[src/rtl/opfetch_seq.sv]
module opfetch_seq #(
  parameter int PC_W = 16,
  parameter logic [PC_W-1:0] RESET_PC = 'h0200,
  parameter int CNT_W = 3
) (
  input  logic            clk,
  input  logic            rst_n,
  input  logic            cfg_wide,
  input  logic            irq,
  input  logic            irq_en,
  input  logic [7:0]      data_in,
  output logic [PC_W-1:0] pc,
  output logic            sync,
  output logic            irq_taken,
  output logic            exec_start,
  output logic            exec_done
);
  localparam logic [CNT_W-1:0] ONE = CNT_W'(1);

  typedef enum logic [1:0] {S_FETCH, S_EXEC, S_IRQ} st_t;
  st_t st;
  logic [CNT_W-1:0] left;
  logic is_nop;
  logic [CNT_W-1:0] exec_len;

  assign is_nop   = (data_in[1:0] == 2'b11) && (cfg_wide || !data_in[2]);
  assign exec_len = (data_in == 8'hEA) ? ONE : CNT_W'(data_in[1:0]) + ONE;

  assign sync       = (st == S_FETCH);
  assign irq_taken  = (st == S_IRQ);
  assign exec_start = sync && !is_nop;
  assign exec_done  = (st == S_EXEC) && (left == ONE);

  always_ff @(posedge clk or negedge rst_n) begin
    if (!rst_n) begin
      st   <= S_FETCH;
      pc   <= RESET_PC;
      left <= '0;
    end else begin
      case (st)
        S_FETCH: begin
          pc <= pc + 1'b1;
          if (!is_nop) begin
            st   <= S_EXEC;
            left <= exec_len;
          end
        end
        S_EXEC: begin
          left <= left - ONE;
          if (left == ONE) st <= (irq && irq_en) ? S_IRQ : S_FETCH;
        end
        default: st <= S_FETCH;
      endcase
    end
  end


  nop_refetch_chk: assert property (@(posedge clk) disable iff (!rst_n)
    (sync && is_nop) |=> sync);

  nop_no_irq_chk: assert property (@(posedge clk) disable iff (!rst_n)
    (sync && is_nop) |=> !irq_taken);

  pc_step_chk: assert property (@(posedge clk) disable iff (!rst_n)
    sync |=> (pc == $past(pc) + 1'b1));

  pc_hold_chk: assert property (@(posedge clk) disable iff (!rst_n)
    !sync |=> $stable(pc));

  start_exec_chk: assert property (@(posedge clk) disable iff (!rst_n)
    exec_start |=> !sync);

  irq_after_done_chk: assert property (@(posedge clk) disable iff (!rst_n)
    irq_taken |-> $past(exec_done));

  irq_then_fetch_chk: assert property (@(posedge clk) disable iff (!rst_n)
    irq_taken |=> sync);

  masked_irq_chk: assert property (@(posedge clk) disable iff (!rst_n)
    (exec_done && !irq_en) |=> sync);
endmodule

[config.mk]
export PLATFORM = sky130hd
export DESIGN_NAME = opfetch_seq
export DESIGN_NICKNAME = d
export VERILOG_FILES = /design/src/rtl/opfetch_seq.sv
export SDC_FILE = /design/constraint.sdc
export NUM_CORES = 1
export LEC_CHECK = 0
export BUFFER_PORTS_ARGS = -buffer_cell sky130_fd_sc_hd__buf_2
export CAP_MARGIN = 30
export CORE_MARGIN = 2
export CORE_UTILIZATION = 37
export DETAILED_ROUTE_END_ITERATION = 6
export PLACE_DENSITY_LB_ADDON = 0.05
export SETUP_SLACK_MARGIN = 0.05
export SLEW_MARGIN = 20
export SYNTH_ARGS = -nofsm -noshare
export SYNTH_HDL_FRONTEND = slang
export SYNTH_SLANG_ARGS = --single-unit
export TNS_END_PERCENT = 100
[constraint.sdc]
create_clock -name clk -period 1.76 [get_ports clk]
set_input_delay 0.088 -clock clk [delete_from_list [all_inputs] [get_ports clk]]
set_output_delay 0.088 -clock clk [all_outputs]
set_load 0.1 [all_outputs]
==> flow_results.xml, run 1 <==
<?xml version="1.0" encoding="UTF-8"?>
<metrics>
  <group name="placed_design">
    <metric name="io_buffers" unit="">32</metric>
    <metric name="pre_cts_setup_slack" unit="ps">270</metric>
    <metric name="gp_congestion" unit="">0.813</metric>
    <metric name="dp_cells" unit="">155</metric>
    <metric name="dp_hpwl" unit="µm">1470</metric>
  </group>
  <group name="yosys">
    <metric name="synth_simple_gate_area_share" unit="">0.206</metric>
    <metric name="post_synth_inst_count" unit="">93</metric>
    <metric name="asyncSetResetFlopFracSynth" unit="">1.00</metric>
    <metric name="yosys.area_share.adder" unit="">0.0595</metric>
    <metric name="synth.ff_latch_count" unit="">21</metric>
    <metric name="synth_compound_area_frac" unit="">0.0714</metric>
    <metric name="dominantRegCellSynth" unit="">sky130_fd_sc_hd__dfrtp_1</metric>
    <metric name="postSynthAreaPerCell" unit="µm²">11.3</metric>
    <metric name="synth_top_family_by_area" unit="">simple AND/OR/NAND/NOR gates</metric>
    <metric name="synth.cell_area" unit="mm²">0.00105</metric>
    <metric name="synth_nets" unit="">111</metric>
    <metric name="synth_warnings" unit="">0</metric>
    <metric name="synth_enable_flop_cells" unit="">0</metric>
    <metric name="post_synth_mux_area_share" unit="">0.0107</metric>
    <metric name="synth-seq-area-share" unit="">0.501</metric>
    <metric name="synth_cell_types" unit="">31</metric>
    <metric name="synth_xor_area_frac" unit="">0.125</metric>
  </group>
  <group name="power">
    <metric name="netSwitchingPower" unit="W">0.00127</metric>
    <metric name="power.leakage" unit="nW">0.687</metric>
    <metric name="clock_share_of_power" unit="">0.101</metric>
    <metric name="switching_part_of_the_total" unit="">0.555</metric>
    <metric name="pwr-share-comb" unit="">0.556</metric>
    <metric name="power_density" unit="mW/mm²">1720</metric>
    <metric name="intPower" unit="W">0.00102</metric>
    <metric name="share_seq_of_total_power" unit="">0.343</metric>
    <metric name="max-vdd-ir-drop" unit="mV">1.87</metric>
  </group>
  <group name="outcome">
    <metric name="status" unit="">completed</metric>
  </group>
  <group name="global_routing">
    <metric name="globalRouteOverflowTotal" unit="">0</metric>
    <metric name="antenna_found_initial" unit="">0</metric>
    <metric name="grt_pass1_vias" unit="">739</metric>
    <metric name="grt_max_degree" unit="">22</metric>
    <metric name="grt_first_pass_wirelength" unit="µm">3440</metric>
    <metric name="grt.total_usage" unit="">0.135</metric>
  </group>
  <group name="floorplanning">
    <metric name="placeableCoreArea" unit="mm²">0.00273</metric>
    <metric name="die_y" unit="µm">57.3</metric>
    <metric name="dieArea" unit="mm²">0.00328</metric>
    <metric name="rows" unit="">19</metric>
    <metric name="floorplan.initialDensity" unit="">0.384</metric>
    <metric name="floorplan_die_width" unit="µm">57.3</metric>
    <metric name="io_pins" unit="">33</metric>
  </group>
  <group name="final_layout">
    <metric name="flow.area_growth_from_synthesis" unit="%">26.8</metric>
    <metric name="design.final.nets" unit="">149</metric>
    <metric name="mostFrequentLayoutCell" unit="">sky130_fd_sc_hd__buf_2</metric>
    <metric name="num-fill-cells" unit="">265</metric>
    <metric name="layout-drive-gt1-share" unit="">0.415</metric>
    <metric name="finalNonFillerCells" unit="">161</metric>
    <metric name="final_cell_mix" unit="">30 x sky130_fd_sc_hd__buf_2, 9 x sky130_fd_sc_hd__dfrtp_1, 9 x sky130_fd_sc_hd__dfrtp_2</metric>
    <metric name="insertedDiodeCount" unit="">0</metric>
    <metric name="fin_util" unit="">0.487</metric>
  </group>
  <group name="sta">
    <metric name="max-slew-margin-rel" unit="">0.675</metric>
    <metric name="worst_pin_slew" unit="ps">490</metric>
    <metric name="report.final.slew_viol_count" unit="">0</metric>
    <metric name="tns" unit="ps">0</metric>
    <metric name="finalClockSkew" unit="ps">0.793</metric>
    <metric name="period_minus_slack" unit="ps">1620</metric>
    <metric name="timing.final.ws_setup" unit="ps">144</metric>
    <metric name="finalHoldWorstSlack" unit="ps">25.6</metric>
    <metric name="rsz0062_at_grt" unit="">no</metric>
    <metric name="setup_violations" unit="">0</metric>
    <metric name="finalHoldViolCount" unit="">0</metric>
    <metric name="timing.final.crit_share" unit="">0.918</metric>
    <metric name="clock.fmax" unit="MHz">619</metric>
  </group>
  <group name="setup_path">
    <metric name="cp.buffers_inverters" unit="">1</metric>
    <metric name="endpoint_kind" unit="">output pin</metric>
    <metric name="critical_path_peak_fanout" unit="">9</metric>
    <metric name="worst_ep_arrival_time" unit="ps">1530</metric>
    <metric name="worstPathCellList" unit="">nor2_2 -&gt; buf_2</metric>
    <metric name="critPathLaunchType" unit="">register</metric>
    <metric name="cpLargestDelayFamily" unit="">flip-flops</metric>
    <metric name="required" unit="ps">1670</metric>
    <metric name="worstSetupPathType" unit="">register to output pin</metric>
    <metric name="worst_path_max_delay_cell" unit="">sky130_fd_sc_hd__dfrtp_2</metric>
    <metric name="delay_contributed_by_the_slowest_stage_of_the_critical_path" unit="ps">500</metric>
  </group>
  <group name="clock_tree">
    <metric name="ctsLongestPathBuffers" unit="">2</metric>
    <metric name="clock_transition_at_the_registers_of_the_reported_paths" unit="ps">120</metric>
    <metric name="tritoncts.num_buffers" unit="">3</metric>
    <metric name="tritoncts_clock_tree" unit="">done</metric>
    <metric name="number_of_clock_sinks_seen_by_cts" unit="">21</metric>
    <metric name="cts_setup_buffers" unit="">0</metric>
    <metric name="clk-insertion-delay-late" unit="ps">290</metric>
    <metric name="cts.htree.levels" unit="">1</metric>
    <metric name="ctsRootBufferMaster" unit="">sky130_fd_sc_hd__clkbuf_4</metric>
  </group>
  <group name="routing">
    <metric name="detailed_route_via_count" unit="">782</metric>
    <metric name="drt_iter0_markers" unit="">13</metric>
    <metric name="finalWirelength" unit="µm">1960</metric>
    <metric name="post-route-drc-count" unit="">0</metric>
    <metric name="post_drt_via_cell_ratio" unit="">4.86</metric>
    <metric name="wire_per_inst" unit="µm">12.2</metric>
    <metric name="detailedRoute.firstPassIterationCount" unit="">4</metric>
    <metric name="drt.antenna.violating_nets" unit="">0</metric>
  </group>
  <group name="min_path">
    <metric name="holdCritPathClass" unit="">input port to register</metric>
  </group>
  <group name="flow_run">
    <metric name="cap_viol_max_count" unit="">0</metric>
  </group>
</metrics>
per-stage QoR:
step	power, W	cell area [µm²]
3_5_place_dp	0.00205	1280
2_1_floorplan	0.00184	1080
3_3_place_gp	0.00203	1280
6_report	0.00229	1330
5_1_grt	0.00243	1330
4_1_cts	0.00231	1320
cell type report:
type                    count  area, µm²  share of cell area
flip-flops and latches     21        549               0.412
multi-input cells          65        507               0.380
repair buffers             34        189               0.142
well taps                  31       38.8              0.0291
clock buffers               4       26.3              0.0197
inverters                   6       22.5              0.0169
state kept, by name, summed over array words and instances, names as in the netlist:
register	flops
st	2
pc	16
left	3
worst reg2reg max path, delay by kind of cell (launching register included):
kind                     cells  cell delay [ps]
XOR/XNOR                     1              140
adder cells (fa/ha/maj)      1              190
flip-flops                   1              460
AND/OR/NAND/NOR              3              620
power by group through the flow:
stage	registers (W)	logic [W]	clock network [W]
floorplan	0.00122	0.000611	0
global placement	0.000787	0.00125	0
detailed placement	0.000789	0.00126	0
CTS	0.000784	0.00127	0.000250
global route	0.000812	0.00135	0.000265
finish	0.000785	0.00127	0.000231
per-layer routing:
layer  up-vias  wire (µm)  GRT usage
li1        398          -          -
met1       355        974      0.192
met2        27        862      0.204
met3         2        109     0.0295
met4         0         17     0.0498
met5         -          0          0
path summary, 6_finish.rpt:
path | to | slack, ps | startpoint | cells after the start
hold reg to reg | pc[15] | 470 | pc[15] | 1
setup / recovery | sync | 140 | st[0] | 2
hold / removal | st[1] | 30 | irq | 2
max in group asynchronous | pc[0] | 1130 | rst_n | 2
setup reg to reg | pc[14] | 280 | pc[0] | 5
min in group asynchronous | pc[5] | 270 | rst_n | 2
kinds of logic after synthesis:
| kind of cell | count (synthesis) |
|---|---|
| simple gates | 33 |
| flops | 21 |
| xor+xnor | 15 |
| compound gates | 11 |
| buf+inv | 7 |
| fa+ha+maj | 5 |
| mux | 1 |
synthesized netlist by cell type (2+ instances only):
cell | instances | area (µm²)
sky130_fd_sc_hd__and3_1 | 5 | 31.3
sky130_fd_sc_hd__dfrtp_1 | 20 | 500
sky130_fd_sc_hd__ha_1 | 5 | 62.6
sky130_fd_sc_hd__inv_1 | 6 | 22.5
sky130_fd_sc_hd__nand2_1 | 5 | 18.8
sky130_fd_sc_hd__nand2b_1 | 3 | 18.8
sky130_fd_sc_hd__nand3_1 | 2 | 10.0
sky130_fd_sc_hd__nand4_1 | 3 | 18.8
sky130_fd_sc_hd__nor2_1 | 4 | 15.0
sky130_fd_sc_hd__nor2b_1 | 3 | 18.8
sky130_fd_sc_hd__o21ai_0 | 4 | 20.0
sky130_fd_sc_hd__xnor2_1 | 8 | 70.1
sky130_fd_sc_hd__xor2_1 | 7 | 61.3
what timing repair did:
item | 4_1_cts | 5_1_grt
endpoints found under the hold margin | 20 | 1
hold buffers | 1 | 1
resized for setup | 2 | 2
endpoints found under the setup margin | 2 | 2
No activity file was read; power rests on OpenSTA's default activity.
==> run 2, diff against run 1 <==
--- a/config.mk
+++ b/config.mk
@@ -5,12 +5,15 @@
 export SDC_FILE = /design/constraint.sdc
 export NUM_CORES = 1
 export LEC_CHECK = 0
+export ABC_CLOCK_PERIOD_IN_PS = 1760
 export BUFFER_PORTS_ARGS = -buffer_cell sky130_fd_sc_hd__buf_2
 export CAP_MARGIN = 30
+export CORE_ASPECT_RATIO = 0.9
 export CORE_MARGIN = 2
 export CORE_UTILIZATION = 37
 export DETAILED_ROUTE_END_ITERATION = 6
 export PLACE_DENSITY_LB_ADDON = 0.05
+export RECOVER_POWER = 100
 export SETUP_SLACK_MARGIN = 0.05
 export SLEW_MARGIN = 20
 export SYNTH_ARGS = -nofsm -noshare
==> run 2 against run 1 <==
Against the previous run: critical endpoint unchanged; non-clock buffer count shrank 1; wire length grew 1.2%; critical path depth is the same; register-to-register slack lost 80 ps; cell count grew 5.0%; clock skew grew 7.5 ps; highest routed layer unchanged; design area shrank 0.94%.
==> flow_results.xml, run 2 (same netlist as run 1, synthesis figures left out) <==
<?xml version="1.0" encoding="UTF-8"?>
<metrics>
  <group name="sta">
    <metric name="worst_pin_slew" unit="ps">1130</metric>
    <metric name="clock.fmax" unit="MHz">622</metric>
    <metric name="finalClockSkew" unit="ps">8.28</metric>
    <metric name="period_minus_slack" unit="ps">1610</metric>
    <metric name="max-slew-margin-rel" unit="">0.245</metric>
    <metric name="finalHoldViolCount" unit="">0</metric>
    <metric name="rsz0062_at_grt" unit="">no</metric>
    <metric name="report.final.slew_viol_count" unit="">0</metric>
    <metric name="timing.final.crit_share" unit="">0.913</metric>
    <metric name="setup_violations" unit="">0</metric>
  </group>
  <group name="power">
    <metric name="intPower" unit="W">0.00100</metric>
    <metric name="total_power" unit="W">0.00225</metric>
    <metric name="pwr-share-comb" unit="">0.555</metric>
    <metric name="clock_share_of_power" unit="">0.104</metric>
    <metric name="share_seq_of_total_power" unit="">0.341</metric>
    <metric name="power.leakage" unit="nW">0.670</metric>
    <metric name="max-vdd-ir-drop" unit="mV">0.639</metric>
    <metric name="power_density" unit="mW/mm²">1710</metric>
    <metric name="netSwitchingPower" unit="W">0.00125</metric>
    <metric name="switching_part_of_the_total" unit="">0.555</metric>
  </group>
  <group name="clock_tree">
    <metric name="cts.htree.levels" unit="">1</metric>
    <metric name="clock_transition_at_the_registers_of_the_reported_paths" unit="ps">110</metric>
    <metric name="tritoncts_clock_tree" unit="">done</metric>
    <metric name="ctsLongestPathBuffers" unit="">2</metric>
    <metric name="number_of_clock_sinks_seen_by_cts" unit="">21</metric>
    <metric name="clk-insertion-delay-late" unit="ps">300</metric>
    <metric name="cts_setup_buffers" unit="">0</metric>
    <metric name="tritoncts.num_buffers" unit="">3</metric>
    <metric name="ctsRootBufferMaster" unit="">sky130_fd_sc_hd__clkbuf_4</metric>
  </group>
  <group name="floorplanning">
    <metric name="die_y" unit="µm">54.6</metric>
    <metric name="dieArea" unit="mm²">0.00328</metric>
    <metric name="rows" unit="">18</metric>
    <metric name="io_pins" unit="">33</metric>
    <metric name="placeableCoreArea" unit="mm²">0.00273</metric>
    <metric name="floorplan.initialDensity" unit="">0.386</metric>
    <metric name="floorplan_die_width" unit="µm">60.2</metric>
  </group>
  <group name="setup_path">
    <metric name="required" unit="ps">1670</metric>
    <metric name="worst_ep_arrival_time" unit="ps">1520</metric>
    <metric name="critical_path_peak_fanout" unit="">9</metric>
    <metric name="timing.reg2reg.setup_slack" unit="ps">200</metric>
    <metric name="critPathLaunchType" unit="">register</metric>
    <metric name="timing.rr.end" unit="">pc[9]</metric>
    <metric name="worstSetupPathType" unit="">register to output pin</metric>
    <metric name="crit-reg2reg-launch" unit="">pc[0]</metric>
    <metric name="reg2regPathDepth" unit="">4</metric>
    <metric name="critPathLaunch" unit="">st[0]</metric>
    <metric name="endpoint_kind" unit="">output pin</metric>
    <metric name="cp-endpoint" unit="">sync</metric>
  </group>
  <group name="global_routing">
    <metric name="antenna_found_initial" unit="">0</metric>
    <metric name="grt_first_pass_wirelength" unit="µm">3310</metric>
    <metric name="grt_max_degree" unit="">22</metric>
    <metric name="grt.total_usage" unit="">0.136</metric>
    <metric name="globalRouteOverflowTotal" unit="">0</metric>
    <metric name="grt_pass1_vias" unit="">761</metric>
  </group>
  <group name="routing">
    <metric name="detailed_route_via_count" unit="">789</metric>
    <metric name="detailedRoute.firstPassIterationCount" unit="">4</metric>
    <metric name="drt_iter0_markers" unit="">24</metric>
    <metric name="finalWirelength" unit="µm">1990</metric>
    <metric name="post_drt_via_cell_ratio" unit="">4.67</metric>
    <metric name="drt.antenna.violating_nets" unit="">0</metric>
    <metric name="post-route-drc-count" unit="">0</metric>
    <metric name="wire_per_inst" unit="µm">11.8</metric>
  </group>
  <group name="final_layout">
    <metric name="mostFrequentLayoutCell" unit="">sky130_fd_sc_hd__clkbuf_2</metric>
    <metric name="seq_area" unit="µm²">549</metric>
    <metric name="multi_input_comb_area" unit="µm²">493</metric>
    <metric name="final_cell_mix" unit="">18 x sky130_fd_sc_hd__clkbuf_2, 11 x sky130_fd_sc_hd__buf_2, 9 x sky130_fd_sc_hd__dfrtp_1, 9 x sky130_fd_sc_hd__dfrtp_2, 8 x sky130_fd_sc_hd__xnor2_1</metric>
    <metric name="most_flop_heavy_register" unit="">pc</metric>
    <metric name="flow.area_growth_from_synthesis" unit="%">25.6</metric>
    <metric name="insertedDiodeCount" unit="">0</metric>
    <metric name="design.final.nets" unit="">148</metric>
    <metric name="largest_register_ffs" unit="">16</metric>
    <metric name="num-fill-cells" unit="">264</metric>
    <metric name="fin_util" unit="">0.484</metric>
    <metric name="layout_top_registers" unit="">pc x16, left x3, st x2</metric>
    <metric name="layout-drive-gt1-share" unit="">0.411</metric>
  </group>
  <group name="min_path">
    <metric name="holdCritPathClass" unit="">input port to register</metric>
  </group>
  <group name="placed_design">
    <metric name="io_buffers" unit="">32</metric>
    <metric name="gp_congestion" unit="">0.755</metric>
  </group>
  <group name="outcome">
    <metric name="status" unit="">completed</metric>
  </group>
  <group name="flow_run">
    <metric name="cap_viol_max_count" unit="">0</metric>
  </group>
</metrics>
-- run 2: worst min-delay path by stage --
| stage | startpoint | end | cells past startpoint |
|---|---|---|---|
| 4_1_cts | irq_en | st[1] | 2 |
| 3_3_place_gp | rst_n | pc[0] | 1 |
| 6_report | irq_en | st[1] | 2 |
| 2_1_floorplan | rst_n | left[0] | 0 |
| 3_5_place_dp | rst_n | pc[0] | 1 |
| 5_1_grt | irq_en | st[1] | 2 |
-- run 2: power by group through the flow --
| stage | sequential (W) | combinational [W] | clock (W) |
|---|---|---|---|
| 2_1_floorplan | 0.00122 | 0.000611 | 0 |
| 3_3_place_gp | 0.000782 | 0.00125 | 0 |
| 3_5_place_dp | 0.000789 | 0.00125 | 0 |
| 4_1_cts | 0.000778 | 0.00126 | 0.000252 |
| 5_1_grt | 0.000800 | 0.00133 | 0.000265 |
| 6_report | 0.000769 | 0.00125 | 0.000234 |
-- run 2: final cells by class --
| cell class | instances | share of cell area |
|---|---|---|
| Tap cell | 40 | 0.0379 |
| Clock buffer | 3 | 0.0171 |
| Clock inverter | 1 | 0.00379 |
| Sequential cell | 21 | 0.416 |
| Inverter | 6 | 0.0171 |
| Timing Repair Buffer | 33 | 0.135 |
| Multi-Input combinational cell | 65 | 0.373 |
-- run 2: critical path, stage by stage (launching register included) --
cell,delay (ps)
sky130_fd_sc_hd__dfrtp_2,480
sky130_fd_sc_hd__nor2_2,240
sky130_fd_sc_hd__clkbuf_2,500
-- run 2: repair_timing --
action | 4_1_cts | 5_1_grt
gates resized for setup | 2 | 3
endpoints found under the setup margin | 2 | 2
hold endpoints to repair | 20 | 0
hold buffers | 1 | 0
-- run 2: per-stage QoR --
stage                     cells  cell area, µm²  hold WS, ps  setup TNS, ps  setup slack, ps
final                       169            1320         16.4              0              153
after global routing        169            1320         2.21              0             49.5
after CTS                   169            1330         3.02              0             77.0
after detailed placement    164            1290         84.4              0              310
after global placement      164            1290         79.3              0              304
after floorplan              93            1080         -208           -640             -187
-- run 2: metal layers --
metal  vias to the layer above  share of wire  track usage
li1                        394              -            -
met3                         2          0.037       0.0426
met5                         -              0            0
met4                         0         0.0060       0.0222
met1                       379           0.48        0.168
met2                        14           0.48        0.237
